===== config.mk =====
export PLATFORM = sky130hd
export DESIGN_NAME = strided_addr_gen
export DESIGN_NICKNAME = d
export VERILOG_FILES = /design/src/rtl/agen_pkg.sv /design/src/rtl/agen_walk.sv /design/src/rtl/agen_axis.sv /design/src/rtl/strided_addr_gen.sv
export SDC_FILE = /design/constraint.sdc
export NUM_CORES = 1
export LEC_CHECK = 0
export BUFFER_PORTS_ARGS = -buffer_cell sky130_fd_sc_hd__buf_2
export CAP_MARGIN = 10
export CORE_MARGIN = 2
export CORE_UTILIZATION = 44
export CTS_CLUSTER_SIZE = 10
export DETAILED_ROUTE_END_ITERATION = 8
export GPL_ROUTABILITY_DRIVEN = 0
export HOLD_SLACK_MARGIN = 0.08
export PLACE_DENSITY = 0.76
export SYNTH_ARGS = -nofsm -noshare
export SYNTH_HDL_FRONTEND = slang
export SYNTH_SLANG_ARGS = --single-unit
export TNS_END_PERCENT = 50

===== constraint.sdc =====
create_clock -name clk -period 2.81 [get_ports clk]
set_input_delay 0.281 -clock clk [delete_from_list [all_inputs] [get_ports clk]]
set_output_delay 0.281 -clock clk [all_outputs]
set_load 0.01 [all_outputs]

===== src/rtl/agen_pkg.sv =====
// Shared encodings for the strided address generator.
// Assumes: mode codes are fixed by the register interface outside the block.
package agen_pkg;

    typedef enum logic [2:0] {
        AG_SECTION   = 3'd0,
        AG_SHIFT     = 3'd1,
        AG_ROTATE    = 3'd2,
        AG_REPLICATE = 3'd3,
        AG_TRANSPOSE = 3'd4
    } ag_mode_e;

    typedef enum logic [1:0] {
        WK_IDLE,
        WK_LOAD,
        WK_RUN,
        WK_FLUSH
    } wk_state_e;

endpackage


===== src/rtl/agen_walk.sv =====
// Run control and result-index walker.
// Walks (row_idx, col_idx) in row-major order over the result shape. The shape
// is COLS x ROWS when swap is set (transpose), else ROWS x COLS.
// Assumes: swap is stable from the LOAD cycle to the end of the run.
module agen_walk
    import agen_pkg::*;
#(
    parameter int ROWS = 4,
    parameter int COLS = 6,
    parameter int IW   = 3
) (
    input  logic          clk,
    input  logic          rst_n,
    input  logic          start,
    input  logic          swap,
    output logic          accept,
    output logic          load,
    output logic          run,
    output logic          flush,
    output logic [IW-1:0] row_idx,
    output logic [IW-1:0] col_idx,
    output logic          row_last,
    output logic          col_last
);

    localparam logic [IW-1:0] R_END = IW'(ROWS - 1);
    localparam logic [IW-1:0] C_END = IW'(COLS - 1);

    wk_state_e     state;
    logic [IW-1:0] row_end;
    logic [IW-1:0] col_end;

    // Decode the state and the end-of-line conditions.
    always_comb begin
        row_end  = swap ? C_END : R_END;
        col_end  = swap ? R_END : C_END;
        accept   = start && (state == WK_IDLE);
        load     = (state == WK_LOAD);
        run      = (state == WK_RUN);
        flush    = (state == WK_FLUSH);
        row_last = (row_idx == row_end);
        col_last = (col_idx == col_end);
    end

    // Sequence idle -> load -> run -> flush -> idle.
    always_ff @(posedge clk) begin
        if (!rst_n) begin
            state <= WK_IDLE;
        end else begin
            unique case (state)
                WK_IDLE:  if (start) state <= WK_LOAD;
                WK_LOAD:  state <= WK_RUN;
                WK_RUN:   if (row_last && col_last) state <= WK_FLUSH;
                WK_FLUSH: state <= WK_IDLE;
                default:  state <= WK_IDLE;
            endcase
        end
    end

    // Step the result indices, column fastest.
    always_ff @(posedge clk) begin
        if (!rst_n || load) begin
            row_idx <= '0;
            col_idx <= '0;
        end else if (run) begin
            if (col_last) begin
                col_idx <= '0;
                if (!row_last) row_idx <= row_idx + 1'b1;
            end else begin
                col_idx <= col_idx + 1'b1;
            end
        end
    end

endmodule


===== src/rtl/agen_axis.sv =====
// Source-index unit for one array dimension of extent EXT.
// Keeps running counters for the section, rotate and replicate maps so that no
// multiply or divide is needed. Shift is worked out directly from the result index.
// Assumes: |ofs| < EXT for rotate, 1 <= tile <= EXT for replicate.
module agen_axis
    import agen_pkg::*;
#(
    parameter int EXT = 4,
    parameter int IW  = 3,
    localparam int OW = IW + 1,
    localparam int AW = 2 * IW
) (
    input  logic                 clk,
    input  logic                 rst_n,
    input  logic [2:0]           mode,
    input  logic [IW-1:0]        base,
    input  logic [IW-1:0]        stride,
    input  logic [IW-1:0]        tile,
    input  logic signed [OW-1:0] ofs,
    input  logic                 clear,
    input  logic                 step,
    input  logic [IW-1:0]        idx,
    input  logic [IW-1:0]        swap_idx,
    output logic [IW-1:0]        src,
    output logic                 oob
);

    localparam logic [IW-1:0] EXT_M1 = IW'(EXT - 1);
    localparam logic [AW-1:0] EXT_A  = AW'(EXT);
    localparam logic [OW-1:0] EXT_O  = OW'(EXT);

    logic [AW-1:0]        acc;
    logic [IW-1:0]        rot;
    logic [IW-1:0]        rep;
    logic signed [OW:0]   ofs_x;
    logic signed [OW:0]   diff;
    logic signed [OW:0]   rot_init;

    // Signed shift difference and rotate starting point (-ofs mod EXT).
    always_comb begin
        ofs_x    = {ofs[OW-1], ofs};
        diff     = $signed({2'b00, idx}) - ofs_x;
        rot_init = (ofs_x <= 0) ? -ofs_x : ($signed({1'b0, EXT_O}) - ofs_x);
    end

    // Running counters: reload on clear, advance on step.
    always_ff @(posedge clk) begin
        if (!rst_n) begin
            acc <= '0;
            rot <= '0;
            rep <= '0;
        end else if (clear) begin
            acc <= {{(AW-IW){1'b0}}, base};
            rot <= rot_init[IW-1:0];
            rep <= '0;
        end else if (step) begin
            acc <= acc + {{(AW-IW){1'b0}}, stride};
            rot <= (rot == EXT_M1) ? '0 : rot + 1'b1;
            rep <= (rep == tile - 1'b1) ? '0 : rep + 1'b1;
        end
    end

    // Select the source index and the out-of-range flag for the mode.
    always_comb begin
        src = idx;
        oob = 1'b0;
        case (mode)
            AG_SECTION: begin
                src = acc[IW-1:0];
                oob = (acc >= EXT_A);
            end
            AG_SHIFT: begin
                src = diff[IW-1:0];
                oob = diff[OW] || (diff[OW-1:0] >= EXT_O);
            end
            AG_ROTATE:    src = rot;
            AG_REPLICATE: src = rep;
            AG_TRANSPOSE: src = swap_idx;
            default:      src = idx;
        endcase
    end

endmodule


===== src/rtl/strided_addr_gen.sv =====
// Top of the strided 2D read-address generator.
// Captures mode and parameters on an accepted start, walks the result array and
// registers one linear source address (row*COLS + col) or pad slot per clock.
// Assumes: ROWS*COLS >= 2; parameters lie in the ranges stated per mode.
module strided_addr_gen
    import agen_pkg::*;
#(
    parameter int ROWS = 4,
    parameter int COLS = 6,
    localparam int IW  = $clog2(((ROWS > COLS) ? ROWS : COLS) + 1),
    localparam int OW  = IW + 1,
    localparam int AGW = $clog2(ROWS * COLS)
) (
    input  logic                 clk,
    input  logic                 rst_n,
    input  logic                 start,
    input  logic [2:0]           mode,
    input  logic [IW-1:0]        row_base,
    input  logic [IW-1:0]        col_base,
    input  logic [IW-1:0]        row_stride,
    input  logic [IW-1:0]        col_stride,
    input  logic signed [OW-1:0] row_shift,
    input  logic signed [OW-1:0] col_shift,
    input  logic [IW-1:0]        row_tile,
    input  logic [IW-1:0]        col_tile,
    output logic [AGW-1:0]       addr_out,
    output logic                 addr_valid,
    output logic                 pad_flag,
    output logic                 done
);

    logic [2:0]           cfg_mode;
    logic [IW-1:0]        cfg_rbase, cfg_cbase, cfg_rstride, cfg_cstride;
    logic [IW-1:0]        cfg_rtile, cfg_ctile;
    logic signed [OW-1:0] cfg_rshift, cfg_cshift;

    logic          accept, load, run, flush, row_last, col_last;
    logic [IW-1:0] row_idx, col_idx, row_src, col_src;
    logic          row_oob, col_oob, any_oob;
    logic [AGW-1:0] lin;

    // Capture the run configuration on an accepted start only.
    always_ff @(posedge clk) begin
        if (!rst_n) begin
            cfg_mode    <= '0;
            cfg_rbase   <= '0;
            cfg_cbase   <= '0;
            cfg_rstride <= '0;
            cfg_cstride <= '0;
            cfg_rtile   <= '0;
            cfg_ctile   <= '0;
            cfg_rshift  <= '0;
            cfg_cshift  <= '0;
        end else if (accept) begin
            cfg_mode    <= mode;
            cfg_rbase   <= row_base;
            cfg_cbase   <= col_base;
            cfg_rstride <= row_stride;
            cfg_cstride <= col_stride;
            cfg_rtile   <= row_tile;
            cfg_ctile   <= col_tile;
            cfg_rshift  <= row_shift;
            cfg_cshift  <= col_shift;
        end
    end

    agen_walk #(.ROWS(ROWS), .COLS(COLS), .IW(IW)) u_walk (
        .clk      (clk),
        .rst_n    (rst_n),
        .start    (start),
        .swap     (cfg_mode == AG_TRANSPOSE),
        .accept   (accept),
        .load     (load),
        .run      (run),
        .flush    (flush),
        .row_idx  (row_idx),
        .col_idx  (col_idx),
        .row_last (row_last),
        .col_last (col_last)
    );

    agen_axis #(.EXT(ROWS), .IW(IW)) u_row_axis (
        .clk      (clk),
        .rst_n    (rst_n),
        .mode     (cfg_mode),
        .base     (cfg_rbase),
        .stride   (cfg_rstride),
        .tile     (cfg_rtile),
        .ofs      (cfg_rshift),
        .clear    (load),
        .step     (run && col_last && !row_last),
        .idx      (row_idx),
        .swap_idx (col_idx),
        .src      (row_src),
        .oob      (row_oob)
    );

    agen_axis #(.EXT(COLS), .IW(IW)) u_col_axis (
        .clk      (clk),
        .rst_n    (rst_n),
        .mode     (cfg_mode),
        .base     (cfg_cbase),
        .stride   (cfg_cstride),
        .tile     (cfg_ctile),
        .ofs      (cfg_cshift),
        .clear    (load || (run && col_last)),
        .step     (run && !col_last),
        .idx      (col_idx),
        .swap_idx (row_idx),
        .src      (col_src),
        .oob      (col_oob)
    );

    // Form the row-major linear address from the two source indices.
    always_comb begin
        any_oob = row_oob || col_oob;
        lin     = AGW'(row_src) * AGW'(COLS) + AGW'(col_src);
    end

    // Register the output slot; pad slots carry address 0.
    always_ff @(posedge clk) begin
        if (!rst_n) begin
            addr_out   <= '0;
            addr_valid <= 1'b0;
            pad_flag   <= 1'b0;
            done       <= 1'b0;
        end else begin
            addr_valid <= run;
            pad_flag   <= run && any_oob;
            addr_out   <= (run && !any_oob) ? lin : '0;
            done       <= flush;
        end
    end

endmodule


==> results.sh <==
export IMPL_status="complete, but fails checks"
export IMPL_violations="setup timing"
export IMPL_critPathMaxStageDelay_ns=0.56
export IMPL_r2r_slack_ns=-0.17
export IMPL_yosys_cell_count_top_type="nand2_1"
export IMPL_max_clock_path_buffers=2
export IMPL_clock_sinks=69
export IMPL_synth_seq_cells=69
export IMPL_wl_per_cell_um=14.3
export IMPL_post_cts_buffers=0
export IMPL_worst_pin_slew_ns=0.548
export IMPL_die_area_sq_mm=0.00976
export IMPL_yosysTopAreaCell="dfxtp_1"
export IMPL_power_total_mw=3.54
export IMPL_rsz0062_at_grt="yes"
export IMPL_root_buffer="clkbuf_8"
export IMPL_grt_total_usage_pct=19.6
export IMPL_ys_seq_area_share_pct=34.9
export IMPL_num_vias=3448
export IMPL_die_w_um=98.8
export IMPL_min_from="col_shift[3]"
export IMPL_r2r_end="addr_out[4]"
export IMPL_crit_path_end_kind="register"
export IMPL_fillers=793
export IMPL_htreeDepth=3
export IMPL_postSynth_asyncResetShare_pct=0
export IMPL_synthCells=479
export IMPL_yosys_warnings=0
export IMPL_slew_violations=0
export IMPL_num_rows=34
export IMPL_arrival_ns=3.23
export IMPL_start_kind="register"
export IMPL_worstPathRequired_ns=3.06
export IMPL_synth_top_area_share_pct=34.9
export IMPL_die_h_um=98.8
export IMPL_period_minus_slack_ns=2.98
export IMPL_path_buf_inv=3
export IMPL_crit_path_max_fanout=2
export IMPL_drtAntennaViolNets=0
export IMPL_start_util_pct=45.3
export IMPL_cpMaxStageDelayCell="fa_1"
export IMPL_maxCapViolCount=0
export IMPL_overflow=0
export IMPL_hold_path_depth=3
export IMPL_grt_pass1_wl_mm=15.3
export IMPL_avgSynthCellArea_sq_um=8.25
export IMPL_drc=0
export IMPL_grt_pass1_vias=3270
export IMPL_drive_gt1_share_pct=18.1
export IMPL_min_to="cfg_cshift[3]"
export IMPL_r2r_start="u_walk.row_idx[0]"
export IMPL_synth_top_cells_by_count="84 x nand2_1, 69 x dfxtp_1, 50 x a21oi_1"
export IMPL_critPathKind="reg2reg"
export IMPL_synth_top_cells_by_area="dfxtp_1 35%, ha_1 11%, nand2_1 8.0%"
export IMPL_relSlewSlack_pct=63.5
export IMPL_drt_pass1_iter_count=6
export IMPL_synth_top_flop_cell="dfxtp_1"
export IMPL_syn2layout_area_growth_pct=16.6
export IMPL_timing_hold_ws_ns=0.152
export IMPL_fin_crit_sh_pct=106
export IMPL_fin_ws_ns=-0.165
export IMPL_fin_setup_tns_ns=-0.193
export IMPL_fmax_mhz=336
export IMPL_ys_types=52
export IMPL_hold_violations=0
export IMPL_power_ir_vdd_worst_mv=0.353
export IMPL_core_area_sq_mm=0.00872
export IMPL_grt_max_degree=43
export IMPL_finalWirelength_mm=9.12
export IMPL_port_buffers=39
export IMPL_setup_viol=2
export IMPL_nets=598
export IMPL_antenna_found_initial=0
export IMPL_power_leakage_nw=1.87
export IMPL_min_path_type="in2reg"
export IMPL_syn_nets=551
export IMPL_clk_pin_slew_worst_paths_ns=0.08
export IMPL_antennaDiodeCount=0
export IMPL_r2r_cells=13
export IMPL_synth_area_sq_mm=0.00395
export IMPL_crit_chain="inv_2 -> ha_4 -> inv_2 -> fa_1 -> mux4_2 -> nor3_2 -> a31oi_1 -> buf_4 -> fa_1 -> nor2b_4 -> xnor2_2 -> xnor2_1 -> and2_1"
export IMPL_detailed_place_hpwl_mm=6.67
export IMPL_clk_latency_ns=0.36
export IMPL_cts_buffers=9
export IMPL_cts_tree="yes"
export IMPL_power_density_mw_per_mm2=769
export IMPL_cp_top_family="adder cells"
export IMPL_io_pins=40
export IMPL_vias_per_cell=5.40
export IMPL_drt_first_iter_violations=217
export IMPL_postCtsHoldBufs=0
export IMPL_synth_edf_count=0
export IMPL_fin_skew_ns=0.00776
export IMPL_critical_path_depth=13
per-layer routing:
layer / global-route usage [%] / share of wire [%] / wire (um) / vias to the layer above
met3: 3.76 / 5.1 / 468 / 16
li1: - / - / - / 1718
met4: 7.38 / 1.9 / 171 / 0
met2: 33.1 / 48 / 4370 / 104
met5: 0 / 0 / 0 / -
met1: 24.8 / 45 / 4120 / 1610
power by group:
group / leakage (nW) / total [mW] / switching (mW) / internal [mW]
registers: 0.563 / 1.28 / 0.149 / 1.13
clock network: 0.102 / 0.849 / 0.391 / 0.458
logic: 1.20 / 1.41 / 0.786 / 0.628
total: 1.87 / 3.54 / 1.33 / 2.22
worst max path at each step:
stage	slack (ns)	startpoint	to
CTS	-0.17	u_walk.row_idx[0]	addr_out[4]
detailed placement	-0.20	u_walk.row_idx[0]	addr_out[4]
finish	-0.17	u_walk.row_idx[0]	addr_out[4]
global route	-0.30	u_walk.row_idx[0]	addr_out[4]
floorplan	-0.20	u_walk.row_idx[0]	addr_out[4]
global placement	-0.1	u_walk.row_idx[0]	addr_out[4]
layout make-up:
cell class | instances | area [sq um] | share of cell area, %
clock inverters | 5 | 58.8 | 1.28
inverters | 35 | 131 | 2.85
well taps | 108 | 135 | 2.93
repair buffers | 59 | 358 | 7.76
flip-flops and latches | 69 | 1380 | 30.0
clock buffers | 11 | 151 | 3.28
multi-input cells | 352 | 2390 | 51.9
cell families (layout without fill, tap and decap cells):
logic type               after synthesis  count (layout)  share of synthesized area (%)
multiplexers                           9               9                           2.94
buffers and inverters                 58             110                           5.95
AND/OR/NAND/NOR                      175             175                           20.5
AO/OA/AOI/OAI                        105             105                           16.4
adder cells (fa/ha/maj)               40              40                           13.8
XOR/XNOR                              23              23                           5.47
flip-flops                            69              69                           34.9
registers in the layout, summed over array words and instances, names as in the netlist, 4 cells and up:
name            count
addr_out            5
cfg_rshift          4
u_row_axis.acc      6
u_col_axis.acc      6
cfg_cshift          4
tightest hold or removal path, cell delays in order:
cell and delay, ns:
buf_2 0.09, nand2_1 0.04, a21oi_1 0.05
metrics by stage:
stage | area [sq um] | std cells | util [%] | setup slack, ns
after floorplan | 3970 | 479 | - | -0.201
final | 4610 | 639 | 52.9 | -0.165
after global placement | 4350 | 623 | 49.9 | -0.0986
after global routing | 4610 | 639 | 52.9 | -0.299
after CTS | 4600 | 639 | 52.7 | -0.168
after detailed placement | 4350 | 623 | 49.9 | -0.197
layout by cell type, fill, tap and decap left out, types with 3 or more instances in the layout:
| cell | instances |
|---|---|
| dfxtp_1 | 67 |
| a31oi_1 | 4 |
| o22ai_1 | 3 |
| buf_4 | 19 |
| nor2_1 | 34 |
| o21ai_0 | 13 |
| clkbuf_8 | 11 |
| nand2_1 | 84 |
| nor3_1 | 9 |
| o211ai_1 | 5 |
| nand2b_1 | 5 |
| a211oi_1 | 11 |
| xnor2_1 | 8 |
| buf_2 | 39 |
| or3_1 | 3 |
| and2_1 | 9 |
| ha_1 | 31 |
| inv_1 | 32 |
| fa_1 | 5 |
| xor2_1 | 13 |
| nand3b_1 | 6 |
| a21oi_1 | 49 |
| nor2b_1 | 11 |
| mux2i_1 | 6 |
repair_timing:
item,in CTS,in global routing
endpoints found under the setup margin,2,3
pin swaps,1,2
cloned,0,0
resized for setup,9,1
endpoints found under the hold margin,0,0
(Power assumes the default switching activity.)
